$ cat config.mk
export PLATFORM = sky130hd
export DESIGN_NAME = serpat_gen
export DESIGN_NICKNAME = d
export VERILOG_FILES = /design/src/rtl/pg_pkg.sv /design/src/rtl/pg_regs.sv /design/src/rtl/pg_irq.sv /design/src/rtl/pg_chan.sv /design/src/rtl/serpat_gen.sv
export SDC_FILE = /design/constraint.sdc
export NUM_CORES = 1
export LEC_CHECK = 0
export BUFFER_PORTS_ARGS = -buffer_cell sky130_fd_sc_hd__buf_4
export CAP_MARGIN = 20
export CORE_MARGIN = 2
export CORE_UTILIZATION = 62
export CTS_BUF_LIST = sky130_fd_sc_hd__clkbuf_16
export DETAILED_ROUTE_END_ITERATION = 8
export MAX_ROUTING_LAYER = met4
export PLACE_DENSITY_LB_ADDON = 0.12
export SETUP_SLACK_MARGIN = 0.1
export SLEW_MARGIN = 20
export SYNTH_ARGS = -nofsm -noshare
export SYNTH_HDL_FRONTEND = slang
export SYNTH_HIERARCHICAL = 1
export SYNTH_SLANG_ARGS = --single-unit
$ cat constraint.sdc
create_clock -name clk_i -period 3.2 [get_ports clk_i]
set_input_delay 0.64 -clock clk_i [delete_from_list [all_inputs] [get_ports clk_i]]
set_output_delay 0.64 -clock clk_i [all_outputs]
set_load 0.05 [all_outputs]
$ cat src/rtl/pg_pkg.sv
package pg_pkg;
  localparam int NCH     = 2;
  localparam int PAT_W   = 64;
  localparam int WORD_W  = 32;
  localparam int LEN_W   = $clog2(PAT_W);
  localparam int REP_W   = 10;
  localparam int FIELD_W = LEN_W + REP_W;
  localparam int DIV_W   = 16;
  localparam int ADDR_W  = 4;

  typedef enum logic [ADDR_W-1:0] {
    A_CTRL   = 4'd0,
    A_DIV0   = 4'd1,
    A_DIV1   = 4'd2,
    A_PAT0L  = 4'd3,
    A_PAT0H  = 4'd4,
    A_PAT1L  = 4'd5,
    A_PAT1H  = 4'd6,
    A_SIZE   = 4'd7,
    A_ISTATE = 4'd8,
    A_IEN    = 4'd9,
    A_ITEST  = 4'd10
  } reg_addr_e;
endpackage

$ cat src/rtl/pg_regs.sv
module pg_regs
  import pg_pkg::*;
(
  input  logic                             clk_i,
  input  logic                             rst_ni,
  input  logic                             wr_i,
  input  logic [ADDR_W-1:0]                addr_i,
  input  logic [WORD_W-1:0]                wdata_i,
  input  logic [NCH-1:0]                   istate_i,
  output logic [WORD_W-1:0]                rdata_o,
  output logic [NCH-1:0]                   en_o,
  output logic [NCH-1:0]                   pol_o,
  output logic [NCH-1:0][DIV_W-1:0]        div_o,
  output logic [NCH-1:0][LEN_W-1:0]        len_o,
  output logic [NCH-1:0][REP_W-1:0]        reps_o,
  output logic [NCH-1:0][PAT_W-1:0]        pat_o,
  output logic [NCH-1:0]                   ien_o,
  output logic [NCH-1:0]                   clr_o,
  output logic [NCH-1:0]                   test_o
);
  localparam int HALF_W = PAT_W / 2;

  logic [NCH-1:0] en_q, pol_q, ien_q;

  always_ff @(posedge clk_i or negedge rst_ni) begin
    if (!rst_ni) begin
      en_q  <= '0;
      pol_q <= '0;
      ien_q <= '0;
    end else if (wr_i) begin
      if (addr_i == A_CTRL) begin
        en_q  <= wdata_i[NCH-1:0];
        pol_q <= wdata_i[2*NCH-1:NCH];
      end
      if (addr_i == A_IEN) ien_q <= wdata_i[NCH-1:0];
    end
  end

  assign en_o  = en_q;
  assign pol_o = pol_q;
  assign ien_o = ien_q;
  assign clr_o  = (wr_i && addr_i == A_ISTATE) ? wdata_i[NCH-1:0] : '0;
  assign test_o = (wr_i && addr_i == A_ITEST)  ? wdata_i[NCH-1:0] : '0;

  for (genvar c = 0; c < NCH; c++) begin : g_ch
    localparam logic [ADDR_W-1:0] ADIV = ADDR_W'(int'(A_DIV0) + c);
    localparam logic [ADDR_W-1:0] APLO = ADDR_W'(int'(A_PAT0L) + 2*c);
    localparam logic [ADDR_W-1:0] APHI = ADDR_W'(int'(A_PAT0L) + 2*c + 1);
    logic [DIV_W-1:0] div_q;
    logic [PAT_W-1:0] pat_q;
    logic [LEN_W-1:0] len_q;
    logic [REP_W-1:0] reps_q;

    always_ff @(posedge clk_i or negedge rst_ni) begin
      if (!rst_ni) begin
        div_q  <= '0;
        pat_q  <= '0;
        len_q  <= '0;
        reps_q <= '0;
      end else if (wr_i) begin
        if (addr_i == ADIV) div_q <= wdata_i[DIV_W-1:0];
        if (addr_i == APLO) pat_q[HALF_W-1:0] <= wdata_i[HALF_W-1:0];
        if (addr_i == APHI) pat_q[PAT_W-1:HALF_W] <= wdata_i[HALF_W-1:0];
        if (addr_i == A_SIZE) begin
          len_q  <= wdata_i[c*FIELD_W +: LEN_W];
          reps_q <= wdata_i[c*FIELD_W+LEN_W +: REP_W];
        end
      end
    end

    assign div_o[c]  = div_q;
    assign pat_o[c]  = pat_q;
    assign len_o[c]  = len_q;
    assign reps_o[c] = reps_q;
  end

  always_comb begin
    rdata_o = '0;
    case (addr_i)
      A_CTRL:   rdata_o = WORD_W'({pol_q, en_q});
      A_ISTATE: rdata_o = WORD_W'(istate_i);
      A_IEN:    rdata_o = WORD_W'(ien_q);
      A_SIZE: begin
        for (int c = 0; c < NCH; c++)
          rdata_o[c*FIELD_W +: FIELD_W] = {reps_o[c], len_o[c]};
      end
      default: ;
    endcase
    for (int c = 0; c < NCH; c++) begin
      if (addr_i == ADDR_W'(int'(A_DIV0) + c))
        rdata_o = WORD_W'(div_o[c]);
      if (addr_i == ADDR_W'(int'(A_PAT0L) + 2*c))
        rdata_o = WORD_W'(pat_o[c][HALF_W-1:0]);
      if (addr_i == ADDR_W'(int'(A_PAT0L) + 2*c + 1))
        rdata_o = WORD_W'(pat_o[c][PAT_W-1:HALF_W]);
    end
  end
endmodule

$ cat src/rtl/pg_irq.sv
module pg_irq
  import pg_pkg::*;
(
  input  logic           clk_i,
  input  logic           rst_ni,
  input  logic [NCH-1:0] done_i,
  input  logic [NCH-1:0] test_i,
  input  logic [NCH-1:0] clr_i,
  input  logic [NCH-1:0] en_i,
  output logic [NCH-1:0] state_o,
  output logic [NCH-1:0] irq_o
);
  logic [NCH-1:0] state_q;

  always_ff @(posedge clk_i or negedge rst_ni) begin
    if (!rst_ni) state_q <= '0;
    else         state_q <= (state_q & ~clr_i) | done_i | test_i;
  end

  assign state_o = state_q;
  assign irq_o   = state_q & en_i;

  for (genvar c = 0; c < NCH; c++) begin : g_chk
    assert_w1c_R9: assert property (@(posedge clk_i) disable iff (!rst_ni)
      clr_i[c] && !done_i[c] && !test_i[c] |=> !state_o[c]);
    assert_set_wins_R9: assert property (@(posedge clk_i) disable iff (!rst_ni)
      done_i[c] || test_i[c] |=> state_o[c]);
  end
endmodule

$ cat src/rtl/pg_chan.sv
module pg_chan
  import pg_pkg::*;
(
  input  logic             clk_i,
  input  logic             rst_ni,
  input  logic             en_i,
  input  logic             pol_i,
  input  logic [DIV_W-1:0] div_i,
  input  logic [LEN_W-1:0] len_i,
  input  logic [REP_W-1:0] reps_i,
  input  logic [PAT_W-1:0] pat_i,
  output logic             pclk_o,
  output logic             data_o,
  output logic             done_o
);
  logic             en_q, active_q, phase_q, done_q;
  logic [DIV_W-1:0] div_cnt_q, div_q;
  logic [LEN_W-1:0] bit_q, len_q;
  logic [REP_W-1:0] rep_q, reps_q;
  logic [PAT_W-1:0] pat_q;
  logic             start;

  assign start = en_i && !en_q && !active_q;

  always_ff @(posedge clk_i or negedge rst_ni) begin
    if (!rst_ni) begin
      en_q      <= 1'b0;
      active_q  <= 1'b0;
      phase_q   <= 1'b0;
      done_q    <= 1'b0;
      div_cnt_q <= '0;
      div_q     <= '0;
      bit_q     <= '0;
      len_q     <= '0;
      rep_q     <= '0;
      reps_q    <= '0;
      pat_q     <= '0;
    end else begin
      en_q   <= en_i;
      done_q <= 1'b0;
      if (!active_q) begin
        phase_q   <= 1'b0;
        div_cnt_q <= '0;
        if (start) begin
          active_q <= 1'b1;
          bit_q    <= '0;
          rep_q    <= '0;
          div_q    <= div_i;
          len_q    <= len_i;
          reps_q   <= reps_i;
          pat_q    <= pat_i;
        end
      end else if (!en_i) begin
        active_q <= 1'b0;
        phase_q  <= 1'b0;
      end else if (div_cnt_q == div_q) begin
        div_cnt_q <= '0;
        phase_q   <= !phase_q;
        if (phase_q) begin
          if (bit_q == len_q) begin
            bit_q <= '0;
            if (rep_q == reps_q) begin
              active_q <= 1'b0;
              done_q   <= 1'b1;
            end else begin
              rep_q <= rep_q + 1'b1;
            end
          end else begin
            bit_q <= bit_q + 1'b1;
          end
        end
      end else begin
        div_cnt_q <= div_cnt_q + 1'b1;
      end
    end
  end

  assign pclk_o = phase_q ^ pol_i;
  assign data_o = active_q && pat_q[bit_q];
  assign done_o = done_q;

  assert_abort_quiet_R7: assert property (@(posedge clk_i) disable iff (!rst_ni)
    active_q && !en_i |=> !active_q && !done_o);
  assert_done_ends_run_R6: assert property (@(posedge clk_i) disable iff (!rst_ni)
    done_o |-> !active_q && $past(active_q));
  assert_div_bound_R4: assert property (@(posedge clk_i) disable iff (!rst_ni)
    active_q |-> div_cnt_q <= div_q);
  assert_idle_phase_R5: assert property (@(posedge clk_i) disable iff (!rst_ni)
    !active_q |-> !phase_q);
  assert_no_level_restart_R8: assert property (@(posedge clk_i) disable iff (!rst_ni)
    !active_q && en_q && en_i |=> !active_q);
endmodule

$ cat src/rtl/serpat_gen.sv
module serpat_gen
  import pg_pkg::*;
(
  input  logic              clk_i,
  input  logic              rst_ni,
  input  logic              reg_wr_i,
  input  logic [ADDR_W-1:0] reg_addr_i,
  input  logic [WORD_W-1:0] reg_wdata_i,
  output logic [WORD_W-1:0] reg_rdata_o,
  output logic [NCH-1:0]    pclk_o,
  output logic [NCH-1:0]    pdata_o,
  output logic [NCH-1:0]    irq_o
);
  logic [NCH-1:0]            en, pol, ien, clr, test, done, state;
  logic [NCH-1:0][DIV_W-1:0] div;
  logic [NCH-1:0][LEN_W-1:0] len;
  logic [NCH-1:0][REP_W-1:0] reps;
  logic [NCH-1:0][PAT_W-1:0] pat;

  pg_regs u_regs (
    .clk_i, .rst_ni,
    .wr_i(reg_wr_i), .addr_i(reg_addr_i), .wdata_i(reg_wdata_i),
    .istate_i(state), .rdata_o(reg_rdata_o),
    .en_o(en), .pol_o(pol), .div_o(div), .len_o(len), .reps_o(reps),
    .pat_o(pat), .ien_o(ien), .clr_o(clr), .test_o(test)
  );

  for (genvar c = 0; c < NCH; c++) begin : g_chan
    pg_chan u_chan (
      .clk_i, .rst_ni,
      .en_i(en[c]), .pol_i(pol[c]), .div_i(div[c]), .len_i(len[c]),
      .reps_i(reps[c]), .pat_i(pat[c]),
      .pclk_o(pclk_o[c]), .data_o(pdata_o[c]), .done_o(done[c])
    );
  end

  pg_irq u_irq (
    .clk_i, .rst_ni,
    .done_i(done), .test_i(test), .clr_i(clr), .en_i(ien),
    .state_o(state), .irq_o(irq_o)
  );
endmodule

==> key figures <==
Critical path
  – CP arrival: 2680 ps
  – Worst EP required: 2560 ps
  – Critical Path End Type: primary output
  – Critical path type: register to primary output
  – CP max FO: 19
  – Crit path launch type: register

Worst hold path
  – Hold crit path type: input port to async pin

Clock network
  – CTS H-tree lvls: 2
  – Root buffer cell: clkbuf_16
  – Clock Sinks: 464
  – Clock slew at reported path FFs: 60 ps
  – CTS Buf Count: 48
  – Hold Buf Count CTS: 0
  – Worst skew pair latency: 580 ps
  – Deepest clock path buffer count: 3
  – CTS tree: built

Routing
  – Routed len/inst: 24.5 µm
  – Avg Vias per Cell: 6.41
  – Drt pass-1 iters: 6
  – First DRT Iteration DRCs: 1243
  – DRC: 0
  – Via count: 14800
  – DRT Wirelength: 56.8 mm
  – Routed Antenna Nets: 0

Die
  – Die W: 193 µm
  – Starting Density: 62.4%
  – Die area: 37100 µm²
  – Core Area: 35300 µm²
  – Row Count: 69
  – IO Pins: 77
  – Die Span Y: 193 µm

Pwr
  – Worst vdd ir: 0.000514 V
  – Pwr dens: 769 nW/µm²
  – Leakage power: 11.1 nW
  – Tot Pwr: 19.3 mW

Synth
  – Synthesis Warnings: 6
  – Synth Cell Area: 22000 µm²
  – EDFF count, synth: 0
  – Syn avg cell area: 12.7 µm²
  – Register area share after synthesis: 52.7%
  – Top_reg_cell synth: dfrtp_1
  – Synth Net Count: 1778
  – FF+latch count, synth: 464
  – Yosys cell types: 75
  – Cells after Synth: 1733
  – Async S/R FF share, synth: 100%

Cells and area
  – Final cell count without fillers: 2317
  – Area of the multi-input gates: 9990 µm²
  – Nets: 1865
  – Most common cell after layout, fill and taps aside: dfrtp_1
  – Post-route cell area: 25100 µm²
  – Register cell area after layout: 11600 µm²
  – Area growth syn-to-layout: 13.8%
  – Layout cells sized above 1: 35.4%
  – Fill count: 2430
  – Util after Layout: 71.0%
  – Most frequent cells in the layout: dfrtp_1, mux2_2, buf_4, nand2_1

Global route
  – Number of global-route vias before repair: 14600
  – Global-route wire length before repair: 88.1 mm
  – Aggregate global routing overflow: 0
  – Initial antenna violation count: 2
  – GRT Util Overall: 32.6%
  – Largest net degree at the start of global routing: 98

Timing
  – Max_slew headroom: 43.4%
  – RSZ-0062 raised after global routing: true
  – Max Freq: 0.301 GHz
  – WHS: 116 ps
  – Final Hold Viols: 0
  – Setup Skew: 19.8 ps
  – Setup TNS: -226 ps
  – Final Max Tran Viols: 0
  – Final setup margin: -122 ps
  – Min cycle time layout: 3320 ps
  – Worst slew pin tran: 847 ps
  – Final setup fails: 2
  – Final period util: 104%

Run status
  – Violated checks: setup timing
  – Status: finished with violations

Placed design
  – Post-Place Worst Slack: 216 ps
  – Global placer's final weighted congestion: 0.921
  – Dpl cells: 2220
  – Area after DPL: 23400 µm²
  – Port bufs: 76
  – Dpl hpwl: 39.2 mm

Run
  – Max-cap check violation count: 0
==> cells in the mapped netlist, drive strengths merged, types with 20 or more instances <==
master / number / share of area [%]
buf: 50 / 1.1
nor2: 51 / 0.88
a22o: 24 / 0.95
clkbuf: 59 / 1.0
nand3: 32 / 0.73
o211ai: 24 / 0.91
mux4: 36 / 3.7
xnor2: 52 / 2.1
a21o: 29 / 0.99
a21oi: 53 / 1.2
dfrtp: 464 / 53
nand2: 103 / 1.8
nand4: 22 / 0.62
and3: 20 / 0.57
xor2: 22 / 0.87
o21ai: 63 / 1.4
mux2: 391 / 20
==> registers in the layout, indices dropped and copies added (netlist names) <==
name	flops
g_chan.u_chan/rep_q	20
g_chan.u_chan/div_q	32
u_irq/state_o	2
g_chan.u_chan/en_q	2
u_regs/ien_o	2
g_chan.u_chan/div_cnt_q	32
g_chan.u_chan/bit_q	12
u_regs/en_o	2
g_chan.u_chan/done_o	2
g_chan.u_chan/phase_q	2
u_regs/g_ch.len_q	12
g_chan.u_chan/reps_q	20
u_regs/pol_o	2
u_regs/g_ch.div_q	32
g_chan.u_chan/active_q	2
u_regs/g_ch.reps_q	20
g_chan.u_chan/len_q	12
u_regs/g_ch.pat_q	128
g_chan.u_chan/pat_q	128
==> critical path: stages, from the launching register on <==
cell and delay [ps]:
dfrtp_1 370, buf_12 190, mux4_2 570, mux4_2 530, nor2_4 160, o41ai_4 90, buf_6 180
==> per-layer routing <==
metal | vias up | global-route usage (%) | routed length [µm]
li1 | 6558 | - | -
met5 | - | - | 0
met3 | 76 | 6.96 | 4130
met1 | 7736 | 47.7 | 25700
met4 | 0 | 7.46 | 1180
met2 | 474 | 47.3 | 25700
==> logic make-up (layout without fill, tap and decap cells) <==
kind of cell / Yosys count / in the layout / share of synthesized area [%]
AO/OA/AOI/OAI: 275 / 275 / 8.50
XOR/XNOR: 74 / 74 / 2.94
adder cells (fa/ha/maj): 6 / 6 / 0.341
buffers and inverters: 128 / 249 / 2.48
flip-flops: 464 / 464 / 52.7
multiplexers: 446 / 446 / 24.7
other: 0 / 2 / 0
AND/OR/NAND/NOR: 340 / 340 / 8.33
==> worst paths after layout <==
kind	slack [ps]	depth (start not counted)	startpoint	end
hold / removal	120	1	rst_ni	g_chan[0].u_chan/div_cnt_q[8]
setup reg to reg	600	7	g_chan[1].u_chan/div_cnt_q[10]	g_chan[1].u_chan/rep_q[3]
setup / recovery	-120	6	g_chan[0].u_chan/bit_q[0]	pdata_o[0]
hold reg to reg	500	1	g_chan[1].u_chan/pat_q[28]	g_chan[1].u_chan/pat_q[28]
max in group asynchronous	2170	2	rst_ni	g_chan[1].u_chan/bit_q[3]
min in group clk_i	330	2	reg_wdata_i[21]	u_regs/g_ch[1].pat_q[53]
==> layout make-up <==
cell class	count	share of cell area [%]
sequential	464	46.3
multi-input combinational	1141	39.8
timing repair buffer	146	5.54
clock buffer	49	4.89
tap	461	2.30
clock inverter	35	0.794
inverter	19	0.284
antenna	2	0.0200
==> where the power goes <==
group	switching (mW)	internal, mW	leakage (nW)
logic	2.21	2.69	4.51
clock network	2.29	2.91	0.750
registers	1.48	7.69	5.81
total	5.98	13.3	11.1
==> repair_timing <==
action                     in CTS  in global routing
pin swaps                       6                  4
resized for setup              19                 12
buffers inserted                5                  4
hold endpoints to repair        0                  0
setup endpoints to repair       2                  3
gates cloned                    2                  0
(Power assumes the default switching activity.)
